`config.mk`:
```
export PLATFORM = sky130hd
export DESIGN_NAME = gfx_irq_ctrl
export DESIGN_NICKNAME = d
export VERILOG_FILES = /design/src/rtl/gfx_irq_pkg.sv /design/src/rtl/gfx_irq_decode.sv /design/src/rtl/gfx_irq_pending.sv /design/src/rtl/gfx_irq_mask.sv /design/src/rtl/gfx_irq_pool.sv /design/src/rtl/gfx_irq_ctrl.sv
export SDC_FILE = /design/constraint.sdc
export NUM_CORES = 1
export LEC_CHECK = 0
export ABC_AREA = 1
export CELL_PAD_IN_SITES_DETAIL_PLACEMENT = 1
export CELL_PAD_IN_SITES_GLOBAL_PLACEMENT = 2
export CORE_MARGIN = 8
export CORE_UTILIZATION = 34
export CTS_CLUSTER_DIAMETER = 150
export DETAILED_ROUTE_END_ITERATION = 12
export DONT_BUFFER_PORTS = 1
export GPL_TIMING_DRIVEN = 0
export HOLD_SLACK_MARGIN = 0.15
export PLACE_DENSITY_LB_ADDON = 0.1
export SLEW_MARGIN = 20
export SYNTH_ARGS = -nofsm -noshare
export SYNTH_HDL_FRONTEND = slang
export SYNTH_SLANG_ARGS = --single-unit
export TNS_END_PERCENT = 20
```
`constraint.sdc`:
```
create_clock -name clk -period 1 [get_ports clk]
set_input_delay 0.05 -clock clk [delete_from_list [all_inputs] [get_ports clk]]
set_output_delay 0.05 -clock clk [all_outputs]
set_load 0.02 [all_outputs]
```
`src/rtl/gfx_irq_pkg.sv`:
```
package gfx_irq_pkg;
  localparam int unsigned NSRC      = 3;
  localparam int unsigned SRC_OOM   = 0;
  localparam int unsigned SRC_FLUSH = 1;
  localparam int unsigned SRC_FRAME = 2;

  localparam int unsigned A_PENDING = 0;
  localparam int unsigned A_EN_SET  = 1;
  localparam int unsigned A_EN_CLR  = 2;
  localparam int unsigned A_POOL_B  = 3;
  localparam int unsigned A_POOL_L  = 4;

  typedef logic [NSRC-1:0] src_vec_t;

  typedef struct packed {
    logic pend_clr;
    logic en_set;
    logic en_clr;
    logic pool_base;
    logic pool_len;
  } wr_strobe_t;

  typedef enum logic [2:0] {
    RS_NONE, RS_PENDING, RS_ENABLE, RS_POOL_B, RS_POOL_L
  } rd_sel_e;

  // sticky bit update: a set in the same cycle beats a clear
  function automatic src_vec_t sticky_next(src_vec_t cur, src_vec_t clr, src_vec_t set);
    return (cur & ~clr) | set;
  endfunction

  function automatic src_vec_t mask_next(src_vec_t cur, src_vec_t set, src_vec_t clr);
    return (cur | set) & ~clr;
  endfunction

  function automatic logic irq_any(src_vec_t pend, src_vec_t en);
    return |(pend & en);
  endfunction
endpackage

```
`src/rtl/gfx_irq_decode.sv`:
```
module gfx_irq_decode
  import gfx_irq_pkg::*;
#(
  parameter int unsigned ADDR_W = 4
) (
  input  logic              req_valid,
  input  logic              req_write,
  input  logic [ADDR_W-1:0] req_addr,
  output wr_strobe_t        wr,
  output rd_sel_e           rd_sel
);
  logic hit_pend, hit_eset, hit_eclr, hit_pb, hit_pl;
  logic do_wr, do_rd;

  assign hit_pend = (req_addr == ADDR_W'(A_PENDING));
  assign hit_eset = (req_addr == ADDR_W'(A_EN_SET));
  assign hit_eclr = (req_addr == ADDR_W'(A_EN_CLR));
  assign hit_pb   = (req_addr == ADDR_W'(A_POOL_B));
  assign hit_pl   = (req_addr == ADDR_W'(A_POOL_L));

  assign do_wr = req_valid & req_write;
  assign do_rd = req_valid & ~req_write;

  always_comb begin
    wr.pend_clr  = do_wr & hit_pend;
    wr.en_set    = do_wr & hit_eset;
    wr.en_clr    = do_wr & hit_eclr;
    wr.pool_base = do_wr & hit_pb;
    wr.pool_len  = do_wr & hit_pl;
  end

  always_comb begin
    rd_sel = RS_NONE;
    if (do_rd) begin
      if (hit_pend)                 rd_sel = RS_PENDING;
      else if (hit_eset | hit_eclr) rd_sel = RS_ENABLE;
      else if (hit_pb)              rd_sel = RS_POOL_B;
      else if (hit_pl)              rd_sel = RS_POOL_L;
    end
  end
endmodule

```
`src/rtl/gfx_irq_pending.sv`:
```
module gfx_irq_pending
  import gfx_irq_pkg::*;
#(
  parameter src_vec_t LEVEL_MASK = src_vec_t'(1 << SRC_OOM)
) (
  input  logic     clk,
  input  logic     rst_n,
  input  logic     clr_wr,
  input  src_vec_t clr_bits,
  input  src_vec_t evt,
  input  src_vec_t level,
  output src_vec_t pend_d,
  output src_vec_t pend_q
);
  src_vec_t set_v, clr_v;

  assign clr_v = clr_wr ? clr_bits : '0;

  for (genvar i = 0; i < NSRC; i++) begin : g_src
    if (LEVEL_MASK[i]) begin : g_level
      // held source: re-asserted every cycle its condition stands
      assign set_v[i] = evt[i] | level[i];
    end else begin : g_pulse
      assign set_v[i] = evt[i];
    end
  end

  assign pend_d = sticky_next(pend_q, clr_v, set_v);

  always_ff @(posedge clk or negedge rst_n) begin
    if (!rst_n) pend_q <= '0;
    else        pend_q <= pend_d;
  end
endmodule

```
`src/rtl/gfx_irq_mask.sv`:
```
module gfx_irq_mask
  import gfx_irq_pkg::*;
(
  input  logic     clk,
  input  logic     rst_n,
  input  logic     set_wr,
  input  logic     clr_wr,
  input  src_vec_t bits,
  output src_vec_t en_d,
  output src_vec_t en_q
);
  src_vec_t set_v, clr_v;

  assign set_v = set_wr ? bits : '0;
  assign clr_v = clr_wr ? bits : '0;
  assign en_d  = mask_next(en_q, set_v, clr_v);

  always_ff @(posedge clk or negedge rst_n) begin
    if (!rst_n) en_q <= '0;
    else        en_q <= en_d;
  end
endmodule

```
`src/rtl/gfx_irq_pool.sv`:
```
module gfx_irq_pool #(
  parameter int unsigned BASE_W = 32,
  parameter int unsigned LEN_W  = 24
) (
  input  logic              clk,
  input  logic              rst_n,
  input  logic              base_wr,
  input  logic              len_wr,
  input  logic [BASE_W-1:0] base_wdata,
  input  logic [LEN_W-1:0]  len_wdata,
  input  logic              oom_evt,
  output logic              pool_wr,
  output logic              oom_cond_q,
  output logic [BASE_W-1:0] base_q,
  output logic [LEN_W-1:0]  len_q
);
  assign pool_wr = base_wr | len_wr;

  always_ff @(posedge clk or negedge rst_n) begin
    if (!rst_n) begin
      base_q     <= '0;
      len_q      <= '0;
      oom_cond_q <= 1'b0;
    end else begin
      if (base_wr) base_q <= base_wdata;
      if (len_wr)  len_q  <= len_wdata;
      // a fresh exhaustion report outranks a supply in the same cycle
      if (oom_evt)      oom_cond_q <= 1'b1;
      else if (pool_wr) oom_cond_q <= 1'b0;
    end
  end
endmodule

```
`src/rtl/gfx_irq_ctrl.sv`:
```
module gfx_irq_ctrl
  import gfx_irq_pkg::*;
#(
  parameter int unsigned ADDR_W      = 4,
  parameter int unsigned DATA_W      = 32,
  parameter int unsigned POOL_BASE_W = 32,
  parameter int unsigned POOL_LEN_W  = 24
) (
  input  logic                   clk,
  input  logic                   rst_n,
  input  logic                   req_valid,
  input  logic                   req_write,
  input  logic [ADDR_W-1:0]      req_addr,
  input  logic [DATA_W-1:0]      req_wdata,
  output logic [DATA_W-1:0]      rd_data,
  input  logic                   bin_oom_evt,
  input  logic                   flush_done_evt,
  input  logic                   frame_done_evt,
  output logic                   irq_o,
  output logic [POOL_BASE_W-1:0] pool_base_o,
  output logic [POOL_LEN_W-1:0]  pool_len_o
);
  wr_strobe_t wr;
  rd_sel_e    rd_sel;
  src_vec_t   src_evt, src_level, wbits;
  src_vec_t   pend_d, pend_q, en_d, en_q;
  logic       pool_wr, oom_cond_q, irq_q;

  assign wbits = req_wdata[NSRC-1:0];

  always_comb begin
    src_evt            = '0;
    src_evt[SRC_OOM]   = bin_oom_evt;
    src_evt[SRC_FLUSH] = flush_done_evt;
    src_evt[SRC_FRAME] = frame_done_evt;
    src_level          = '0;
    src_level[SRC_OOM] = oom_cond_q;
  end

  gfx_irq_decode #(.ADDR_W(ADDR_W)) u_dec (
    .req_valid (req_valid),
    .req_write (req_write),
    .req_addr  (req_addr),
    .wr        (wr),
    .rd_sel    (rd_sel)
  );

  gfx_irq_pending u_pend (
    .clk      (clk),
    .rst_n    (rst_n),
    .clr_wr   (wr.pend_clr),
    .clr_bits (wbits),
    .evt      (src_evt),
    .level    (src_level),
    .pend_d   (pend_d),
    .pend_q   (pend_q)
  );

  gfx_irq_mask u_mask (
    .clk    (clk),
    .rst_n  (rst_n),
    .set_wr (wr.en_set),
    .clr_wr (wr.en_clr),
    .bits   (wbits),
    .en_d   (en_d),
    .en_q   (en_q)
  );

  gfx_irq_pool #(.BASE_W(POOL_BASE_W), .LEN_W(POOL_LEN_W)) u_pool (
    .clk        (clk),
    .rst_n      (rst_n),
    .base_wr    (wr.pool_base),
    .len_wr     (wr.pool_len),
    .base_wdata (req_wdata[POOL_BASE_W-1:0]),
    .len_wdata  (req_wdata[POOL_LEN_W-1:0]),
    .oom_evt    (bin_oom_evt),
    .pool_wr    (pool_wr),
    .oom_cond_q (oom_cond_q),
    .base_q     (pool_base_o),
    .len_q      (pool_len_o)
  );

  // registered line, computed from the values the state takes at this edge
  always_ff @(posedge clk or negedge rst_n) begin
    if (!rst_n) irq_q <= 1'b0;
    else        irq_q <= irq_any(pend_d, en_d);
  end
  assign irq_o = irq_q;

  always_comb begin
    unique case (rd_sel)
      RS_PENDING: rd_data = DATA_W'(pend_q);
      RS_ENABLE:  rd_data = DATA_W'(en_q);
      RS_POOL_B:  rd_data = DATA_W'(pool_base_o);
      RS_POOL_L:  rd_data = DATA_W'(pool_len_o);
      default:    rd_data = '0;
    endcase
  end
endmodule

```
==> run summary <==
Failing checks: hold timing, setup timing
Synth Warn #: 0
Post-Syn Nets: 415
WS Path Type: reg2out
CTS tree: done
Die extent in x: 110 um
Synth area leader: dfrtp_1
Post-detail-place hpwl: 7.28 mm
Cells after Synth: 372
Flop2flop setup slack: 0.16 ns
Minimum clock period: 1.21 ns
PD cells: 1820 nW/um^2
Global-route usage over all layers: 17.7%
Placed inst area: 3150 sq um
CTS clk-pin slew, worst paths: 0.07 ns
Seq/Total Area, Yosys: 53.1%
Yosys reg bits: 64
Longest Clk Path Bufs: 2
Drt pass-1 iters: 4
Final setup skew: 0.000397 ns
Worst-margin pin slew: 0.484 ns
GP Congestion: 0.731
Final worst setup slack: -0.207 ns
Distinct cells, synth: 20
DRT iter0 DRCs: 67
Final worst path period share: 121%
MaxCap Viol Count: 0
Area Growth Syn to Fin: 34.1%
FF-to-FF path depth: 4
Design area: 4040 sq um
Headroom to the max-slew limit: 67.7%
Vias in the first global route: 2,949
HP Class: in2async
Crit-path max FO: 3
TritonCTS Buffers: 9
Top_reg_cell synth: dfrtp_1
Setup TNS: -2.75 ns
Post-CTS Hold Fix Bufs: 35
Startpoint Class: register
Peak VDD IR: 0.000687 V
Port buffer count: 0
Clk_lat worst skew: 0.33 ns
Final hold slack: -0.594 ns
Share of post-route cells with drive strength above 1: 38.5%
H-tree depth: 3
Most common cell in the netlist: nand2_1
Mean Syn Cell Area: 8.11 sq um
Number of remaining DRC errors: 0
Crit Reg-Reg Startpoint: u_pool.oom_cond_q
Data required, critical path: 0.95 ns
Final net count: 465
# diodes: 0
F_max: 828 MHz
Die Y: 110 um
Synth area leaders: dfrtp_1 (53%), nand2_1 (12%), nand3_1 (9.3%)
WP data arrival: 1.16 ns
Setup violators final: 32
Wire length of the first global-routing pass: 16.5 mm
CTS sink cnt: 64
Synth top cells by count: nand2_1 (97), dfrtp_1 (64), nand3_1 (56)
DR WL/cell: 19.4 um
Slew Limit Fails: 0
Via count: 2,713
Largest net degree at the start of global routing: 65
Area share of the largest cell type after synthesis: 53.1%
DRT antenna net count: 0
Post-Syn Area: 3020 sq um
Core region area: 8680 sq um
I/O pins: 132
RSZ-0062 raised after global routing: true
Site Rows: 34
Root Driver: clkbuf_8
Post-synth ARST share: 100%
P_leak: 0.00181 uW
R2R Path End: irq_o
Die area: 12,100 sq um
Status: complete, but fails checks
Number of enable flip-flop cells after synthesis: 0
Total wire length: 10.4 mm
Worst setup EP type: primary output
Initial antenna violation count: 0
Final Hold Vio Count: 67
Starting density of the core: 34.7%
GRT Residual Overflow: 0
Avg Vias per Cell: 5.08
## cell usage in the layout, fill, tap and decap left out, types with 2 or more instances in the layout
cell           Yosys  routed
a21oi_1            3       3
buf_2             10       7
buf_4              0       8
buf_6              4       4
clkbuf_2           0       3
clkbuf_8           0      12
clkinv_2           0       2
dfrtp_1           64       8
dfrtp_2            0      56
dlygate4sd3_1      0      35
inv_1             43      37
inv_2              5      10
nand2_1           97      75
nand2_2            2      20
nand2_4            0       4
nand3_1           56      41
nand3_2            0      15
nand4_1            4       4
nor2_1            17       9
nor2_4             2      12
o21ai_0           27      27
o21ai_1           21      21
o21ai_2            8       8
## worst max-delay path by stage
stage / to / from / slack, ns / cells after the start
floorplan: u_pool.base_q[15] / req_addr[3] / 0.01 / 8
global placement: rd_data[29] / req_valid / -0.38 / 6
detailed placement: rd_data[29] / req_valid / -0.38 / 6
CTS: rd_data[2] / u_pool.base_q[2] / -0.24 / 2
global route: rd_data[1] / u_pool.base_q[1] / -0.29 / 2
finish: rd_data[2] / u_pool.len_q[2] / -0.21 / 2
## what timing repair did
item,CTS,global route
resized for setup,123,7
hold endpoints to repair,128,77
endpoints found under the setup margin,32,32
pin swaps,28,6
buffers inserted,4,0
## stage by stage
stage	hold slack, ns	total power (uW)	utilization [%]	instances	worst slack (ns)
2_1_floorplan	-0.246	4490	-	372	0.0115
3_3_place_gp	-0.244	4770	36.3	480	-0.375
3_5_place_dp	-0.243	4820	36.3	480	-0.381
4_1_cts	-0.611	7450	46.3	534	-0.241
5_1_grt	-0.626	7760	46.6	534	-0.288
6_report	-0.594	7360	46.6	534	-0.207
## final cells by class
cell class	instances	area, sq um
plain buffers	19	129
repair buffers	39	380
inverters	48	183
fillers	1006	4630
multi-input cells	241	1340
clock inverters	3	40.0
clock buffers	12	165
well taps	108	135
flip-flops and latches	64	1670
## layer usage
| metal | wire (um) | part of all wire [%] | track usage, % | up-vias |
|---|---|---|---|---|
| li1 | - | - | - | 1299 |
| met1 | 4040 | 39 | 20.3 | 1321 |
| met2 | 5330 | 51 | 30.6 | 81 |
| met3 | 873 | 8.4 | 6.34 | 12 |
| met4 | 128 | 1.2 | 4.85 | 0 |
| met5 | 0 | 0 | 0 | - |
## state kept, by name, summed over array words and instances, names as in the netlist
register	cells
irq_o	1
u_mask.en_q	3
u_pend.pend_q	3
u_pool.base_q	32
u_pool.len_q	24
u_pool.oom_cond_q	1
## power by group
group	internal [uW]	switching (uW)
logic	377	490
registers	3140	1060
clock network	1330	964
total	4850	2510
## logic make-up after synthesis
group,Yosys count,share of synthesized area (%)
buffers and inverters,67,9.75
AOI/OAI and AO/OA,60,11.1
DFF,64,53.1
and+or+nand+nor,181,26.1
## critical path, cell delays in order (launching register included)
cell and delay [ns]:
dfrtp_2 0.48, nand3_2 0.10, nand4_1 0.25
No activity file was read; power rests on OpenSTA's default activity.
